===== src/rtl/dacfe_pkg.sv =====
package dacfe_pkg;
    typedef enum logic [1:0] {
        ST_IDLE  = 2'd0,
        ST_SHIFT = 2'd1,
        ST_FULL  = 2'd2
    } frame_st_e;
endpackage


===== src/rtl/pin_sync.sv =====
module pin_sync #(
    parameter int W = 4,
    parameter int STAGES = 2,
    parameter logic [W-1:0] RST_VAL = '1
) (
    input  logic         clk,
    input  logic         rst_n,
    input  logic [W-1:0] d,
    output logic [W-1:0] q
);
    logic [W-1:0] stg [STAGES];

    always_ff @(posedge clk or negedge rst_n) begin
        if (!rst_n) begin
            for (int i = 0; i < STAGES; i++) stg[i] <= RST_VAL;
        end else begin
            stg[0] <= d;
            for (int i = 1; i < STAGES; i++) stg[i] <= stg[i-1];
        end
    end

    assign q = stg[STAGES-1];
endmodule


===== src/rtl/fall_detect.sv =====
module fall_detect #(
    parameter int W = 2
) (
    input  logic         clk,
    input  logic         rst_n,
    input  logic [W-1:0] level,
    output logic [W-1:0] fall
);
    logic [W-1:0] prev;

    always_ff @(posedge clk or negedge rst_n) begin
        if (!rst_n) prev <= '1;
        else        prev <= level;
    end

    assign fall = prev & ~level;
endmodule


===== src/rtl/frame_ctrl.sv =====
module frame_ctrl
    import dacfe_pkg::*;
#(
    parameter int WORD_BITS = 16,
    parameter int CNT_W = 5
) (
    input  logic                 clk,
    input  logic                 rst_n,
    input  logic                 fs_low,
    input  logic                 sck_fall,
    input  logic                 din,
    output logic [CNT_W-1:0]     bit_cnt,
    output logic [WORD_BITS-1:0] shreg,
    output logic                 word_done,
    output logic [WORD_BITS-1:0] new_word
);
    localparam logic [CNT_W-1:0] LAST = CNT_W'(WORD_BITS - 1);

    frame_st_e state, nxt;
    logic      take;

    // state register
    always_ff @(posedge clk or negedge rst_n) begin
        if (!rst_n) state <= ST_IDLE;
        else        state <= nxt;
    end

    // next-state logic
    always_comb begin
        nxt = state;
        unique case (state)
            ST_IDLE:  if (fs_low) nxt = ST_SHIFT;
            ST_SHIFT: begin
                if (!fs_low)        nxt = ST_IDLE;
                else if (word_done) nxt = ST_FULL;
            end
            ST_FULL:  if (!fs_low) nxt = ST_IDLE;
            default:  nxt = ST_IDLE;
        endcase
    end

    // outputs of the machine
    always_comb begin
        take      = fs_low && (state != ST_FULL) && sck_fall;
        new_word  = {shreg[WORD_BITS-2:0], din};
        word_done = take && (bit_cnt == LAST);
    end

    // bit counter and shift register
    always_ff @(posedge clk or negedge rst_n) begin
        if (!rst_n) begin
            bit_cnt <= '0;
            shreg   <= '0;
        end else if (!fs_low) begin
            bit_cnt <= '0;
            if (state == ST_SHIFT) shreg <= '0;
        end else if (take) begin
            shreg   <= new_word;
            bit_cnt <= bit_cnt + 1'b1;
        end
    end
endmodule


===== src/rtl/code_latch.sv =====
module code_latch #(
    parameter int CODE_BITS = 12
) (
    input  logic                 clk,
    input  logic                 rst_n,
    input  logic                 word_done,
    input  logic [CODE_BITS-1:0] code_in,
    input  logic                 load_low,
    input  logic                 load_fall,
    output logic [CODE_BITS-1:0] dac_code
);
    logic [CODE_BITS-1:0] held;

    always_ff @(posedge clk or negedge rst_n) begin
        if (!rst_n) begin
            held     <= '0;
            dac_code <= '0;
        end else begin
            if (word_done) held <= code_in;
            if (word_done && load_low) dac_code <= code_in;
            else if (load_fall)        dac_code <= held;
        end
    end
endmodule


===== src/rtl/dac_front_end.sv =====
module dac_front_end #(
    parameter int WORD_BITS = 16,
    parameter int CODE_BITS = 12,
    parameter int SYNC_STAGES = 2
) (
    input  logic                 clk,
    input  logic                 rst_n,
    input  logic                 sclk_pin,
    input  logic                 frame_n,
    input  logic                 sdata,
    input  logic                 load_n,
    output logic [CODE_BITS-1:0] dac_code,
    output logic [WORD_BITS-1:0] shift_view
);
    localparam int CNT_W = $clog2(WORD_BITS + 1);

    logic [3:0]           pins_s;
    logic [1:0]           falls;
    logic                 sck_fall, load_fall, fs_low, load_low, din;
    logic                 word_done;
    logic [CNT_W-1:0]     bit_cnt;
    logic [WORD_BITS-1:0] new_word;

    pin_sync #(.W(4), .STAGES(SYNC_STAGES), .RST_VAL(4'b1111)) u_sync (
        .clk (clk),
        .rst_n (rst_n),
        .d ({load_n, frame_n, sclk_pin, sdata}),
        .q (pins_s)
    );

    fall_detect #(.W(2)) u_fall (
        .clk (clk),
        .rst_n (rst_n),
        .level ({pins_s[3], pins_s[1]}),
        .fall (falls)
    );

    assign sck_fall  = falls[0];
    assign load_fall = falls[1];
    assign fs_low    = ~pins_s[2];
    assign load_low  = ~pins_s[3];
    assign din       = pins_s[0];

    frame_ctrl #(.WORD_BITS(WORD_BITS), .CNT_W(CNT_W)) u_frame (
        .clk (clk),
        .rst_n (rst_n),
        .fs_low (fs_low),
        .sck_fall (sck_fall),
        .din (din),
        .bit_cnt (bit_cnt),
        .shreg (shift_view),
        .word_done (word_done),
        .new_word (new_word)
    );

    code_latch #(.CODE_BITS(CODE_BITS)) u_latch (
        .clk (clk),
        .rst_n (rst_n),
        .word_done (word_done),
        .code_in (new_word[CODE_BITS-1:0]),
        .load_low (load_low),
        .load_fall (load_fall),
        .dac_code (dac_code)
    );
endmodule


===== config.mk =====
export PLATFORM = sky130hd
export DESIGN_NAME = dac_front_end
export DESIGN_NICKNAME = d
export VERILOG_FILES = /design/src/rtl/dacfe_pkg.sv /design/src/rtl/pin_sync.sv /design/src/rtl/fall_detect.sv /design/src/rtl/frame_ctrl.sv /design/src/rtl/code_latch.sv /design/src/rtl/dac_front_end.sv
export SDC_FILE = /design/constraint.sdc
export NUM_CORES = 1
export LEC_CHECK = 0
export BUFFER_PORTS_ARGS = -buffer_cell sky130_fd_sc_hd__buf_2
export CORE_MARGIN = 3
export CORE_UTILIZATION = 42
export CTS_BUF_LIST = sky130_fd_sc_hd__clkbuf_4 sky130_fd_sc_hd__clkbuf_8 sky130_fd_sc_hd__clkbuf_16
export DETAILED_ROUTE_END_ITERATION = 8
export PLACE_DENSITY_LB_ADDON = 0.15
export REMOVE_ABC_BUFFERS = 1
export SLEW_MARGIN = 10
export SYNTH_ARGS = -nofsm -noshare
export SYNTH_HDL_FRONTEND = slang
export SYNTH_SLANG_ARGS = --single-unit

===== constraint.sdc =====
create_clock -name clk -period 2.3 [get_ports clk]
set_clock_uncertainty 0.2 [all_clocks]
set_input_delay 0.115 -clock clk [delete_from_list [all_inputs] [get_ports clk]]
set_output_delay 0.115 -clock clk [all_outputs]
set_load 0.02 [all_outputs]

==> results.json <==
{
  "place_inst": 292,
  "multi_input_area_um2": 888,
  "met3_length_um": 249,
  "cts_tree": "yes",
  "start_util_pct": 45.2,
  "m1WireLength_mm": 2.37,
  "register_area_um2": 1440,
  "syn_to_final_growth_pct": 23.7,
  "power_density_nw_per_um2": 769,
  "worst_setup_path_end_kind": "flop",
  "nets": 251,
  "dieArea_um2": 6690,
  "relSlewSlack_pct": 60.4,
  "peakVddDrop_v": 0.000454,
  "syn_area_per_cell_um2": 12.5,
  "drt_first_pass_iters": 4,
  "ys_warn_count": 0,
  "period_needed_ns": 2.18,
  "insertion_delay_ns": 0.33,
  "synth_edf_count": 0,
  "fin_ws_ns": 0.118,
  "core_um2": 5340,
  "die_x_um": 81.8,
  "syn_inst": 193,
  "cap_violations": 0,
  "antenna_cells": 0,
  "cts_sinks": 57,
  "synth_seq_cells": 57,
  "dpl.hpwl_mm": 3.42,
  "yosysUniqueCellTypes": 31,
  "grt-ovfl-total": 0,
  "yosysTopAreaCell": "dfrtp_1",
  "avgRoutedWirePerCell_um": 16.1,
  "finalMaxSlewViolations": 0,
  "tns_ns": 0,
  "hp-class": "primary input to asynchronous set/reset pin",
  "ios": 34,
  "viasPerCell": 5.38,
  "grt_first_pass_wirelength_mm": 8.47,
  "setup_viol": 0,
  "fin_cells": 318,
  "layout-drive-gt1-share_pct": 43.1,
  "crit_required_ns": 2.32,
  "period_share_pct": 94.9,
  "synth_area_um2": 2410,
  "htreeDepth": 3,
  "worstMarginPinSlew_ns": 0.594,
  "yosysSeqAreaShare_pct": 59.6,
  "gp_congestion": 0.745,
  "cp.arrival_ns": 2.20,
  "synth.top_cell.area_share_pct": 48.8,
  "grt_pass1_vias": 1721,
  "async_reset_ff_share_pct": 100,
  "drt_iter0_drc": 85,
  "p_leak_nw": 1.41,
  "die_h_um": 81.8,
  "synth_ff_type": "dfrtp_1",
  "cts.clk_slew.worst_paths_ns": 0.07,
  "highest_layer": "met4",
  "cts_made_buffers": 9,
  "row_count": 26,
  "fill_cells": 469,
  "io_buffers": 33,
  "outcome": "completed",
  "met2WireLength_mm": 2.49,
  "via_count": 1712,
  "antenna_found_initial": 0,
  "crit_path_start_kind": "flop",
  "report.final.hold_viol_count": 0,
  "critPathMaxFanout": 5,
  "cts_root_buffer": "clkbuf_8",
  "gr-usage-all-layers_pct": 17.2,
  "cts_buffer_depth": 2,
  "crit_type": "flop to flop",
  "grt_max_degree": 33,
  "wl_mm": 5.13,
  "synth.area.top_cells": "dfrtp_1 49%, dfstp_2 11%, a22o_1 5.8%, mux2_2 5.6%, o221a_2 5.6%",
  "pre_cts_ws_ns": -0.174,
  "route.detailed.drc": 0,
  "ant_nets": 0,
  "rsz0062_at_grt": "no",
  "fmax_mhz": 458,
  "r2r_setup_slack_ns": 0.12
}
==> cells by family (layout without fill, tap and decap cells) <==
kind of cell | count (synthesis) | in the layout | share of synthesized area [%]
AO/OA/AOI/OAI | 42 | 42 | 15.5
adder cells (fa/ha/maj) | 2 | 2 | 1.04
buffers and inverters | 17 | 72 | 3.99
flip-flops | 57 | 57 | 59.6
multiplexers | 12 | 12 | 5.60
AND/OR/NAND/NOR | 63 | 63 | 14.3
==> flip-flops by register name, summed over array words and instances (netlist names) <==
register,cells
u_frame.state,2
u_sync.q,4
u_frame.shreg,16
u_frame.bit_cnt,5
u_fall.prev,2
u_latch.dac_code,12
u_sync.stg,4
u_latch.held,12
==> critical path, cell delays in order (launching register included) <==
cell and delay [ns]:
dfrtp_1 0.40, ha_1 0.20, and3_1 0.18, ha_1 0.20, nand2b_1 0.14, buf_4 0.14, nor3_4 0.04, buf_4 0.15
buf_4 0.14, o221a_2 0.27
==> through the flow <==
step / utilization, % / area, µm² / hold WS [ns] / total power [W]
final: 55.9 / 2980 / 0.124 / 0.00229
after global routing: 55.9 / 2980 / 0.163 / 0.00240
after CTS: 55.7 / 2970 / 0.144 / 0.00231
after detailed placement: 50.1 / 2670 / -0.0416 / 0.00129
after global placement: 50.1 / 2670 / -0.0562 / 0.00129
after floorplan: - / 2320 / -0.381 / 0.00120
==> cell usage in the layout (no fill, tap or decap) <==
cell	Yosys	final
a211oi_1	1	1
nand3b_1	1	1
dlygate4sd3_1	0	5
nand2_1	9	9
nor2_1	21	21
dfrtp_1	47	47
a21oi_1	6	6
inv_1	2	2
o21ai_0	2	2
dfstp_2	10	10
mux2_2	12	12
nor3_4	2	2
o31a_2	1	1
a311oi_1	1	1
o31ai_1	2	2
ha_1	2	2
o41ai_4	0	1
or2_2	3	3
nand3_1	3	3
nor2b_2	1	1
nand4_1	12	12
clkbuf_4	0	1
buf_4	0	15
and3_1	1	1
clkinv_2	0	3
clkbuf_8	0	9
nand4b_1	1	1
buf_2	8	33
nand2b_1	4	4
bufinv_16	0	2
or4_1	2	2
or3_1	1	1
o221a_2	12	12
a22o_1	16	16
clkinvlp_4	0	1
nor2b_1	2	2
buf_12	0	1
==> power by group <==
group	internal [W]	leakage (nW)	switching [W]	total, W
sequential	0.00105	0.734	0.0000332	0.00108
clock	0.000616	0.109	0.000397	0.00101
combinational	0.0000833	0.563	0.000115	0.000198
==> synth_stat cells (all sizes together), types with 3 or more instances <==
cell,count
nand4,12
a22o,16
buf,11
a21oi,6
dfstp,10
nor2,21
o221a,12
dfrtp,47
nand2,9
or2,3
clkbuf,4
mux2,12
nand2b,4
nor2b,3
nand3,3
==> layout make-up <==
type / instances / area share, %
inverter: 2 / 0.252
clock inverter: 6 / 2.77
timing repair buffer: 54 / 11.7
multi-input combinational: 119 / 29.8
sequential: 57 / 48.2
tap: 70 / 2.94
clock buffer: 10 / 4.40
==> worst paths after layout <==
path	from	end	cells after the start
hold / removal	rst_n	u_frame.bit_cnt[3]	2
min in group clk	u_sync.stg[6]	u_sync.q[2]	0
max in group asynchronous	rst_n	u_sync.q[1]	3
setup / recovery	u_frame.bit_cnt[1]	u_latch.dac_code[10]	9
hold reg to reg	u_sync.stg[6]	u_sync.q[2]	0
setup reg to reg	u_frame.bit_cnt[1]	u_latch.dac_code[10]	9
==> metal layers <==
layer | vias up | global-route usage [%]
met1 | 858 | 23.4
met3 | 2 | 3.40
met2 | 38 | 26.3
li1 | 814 | -
met5 | - | 0
met4 | 0 | 8.31
==> what timing repair did <==
item | in CTS | in global routing
setup buffers | 3 | 2
pin swaps | 1 | 1
hold buffers | 5 | 0
hold endpoints to repair | 29 | 0
gates resized for setup | 1 | 0
endpoints found under the setup margin | 12 | 12
(Power assumes the default switching activity.)
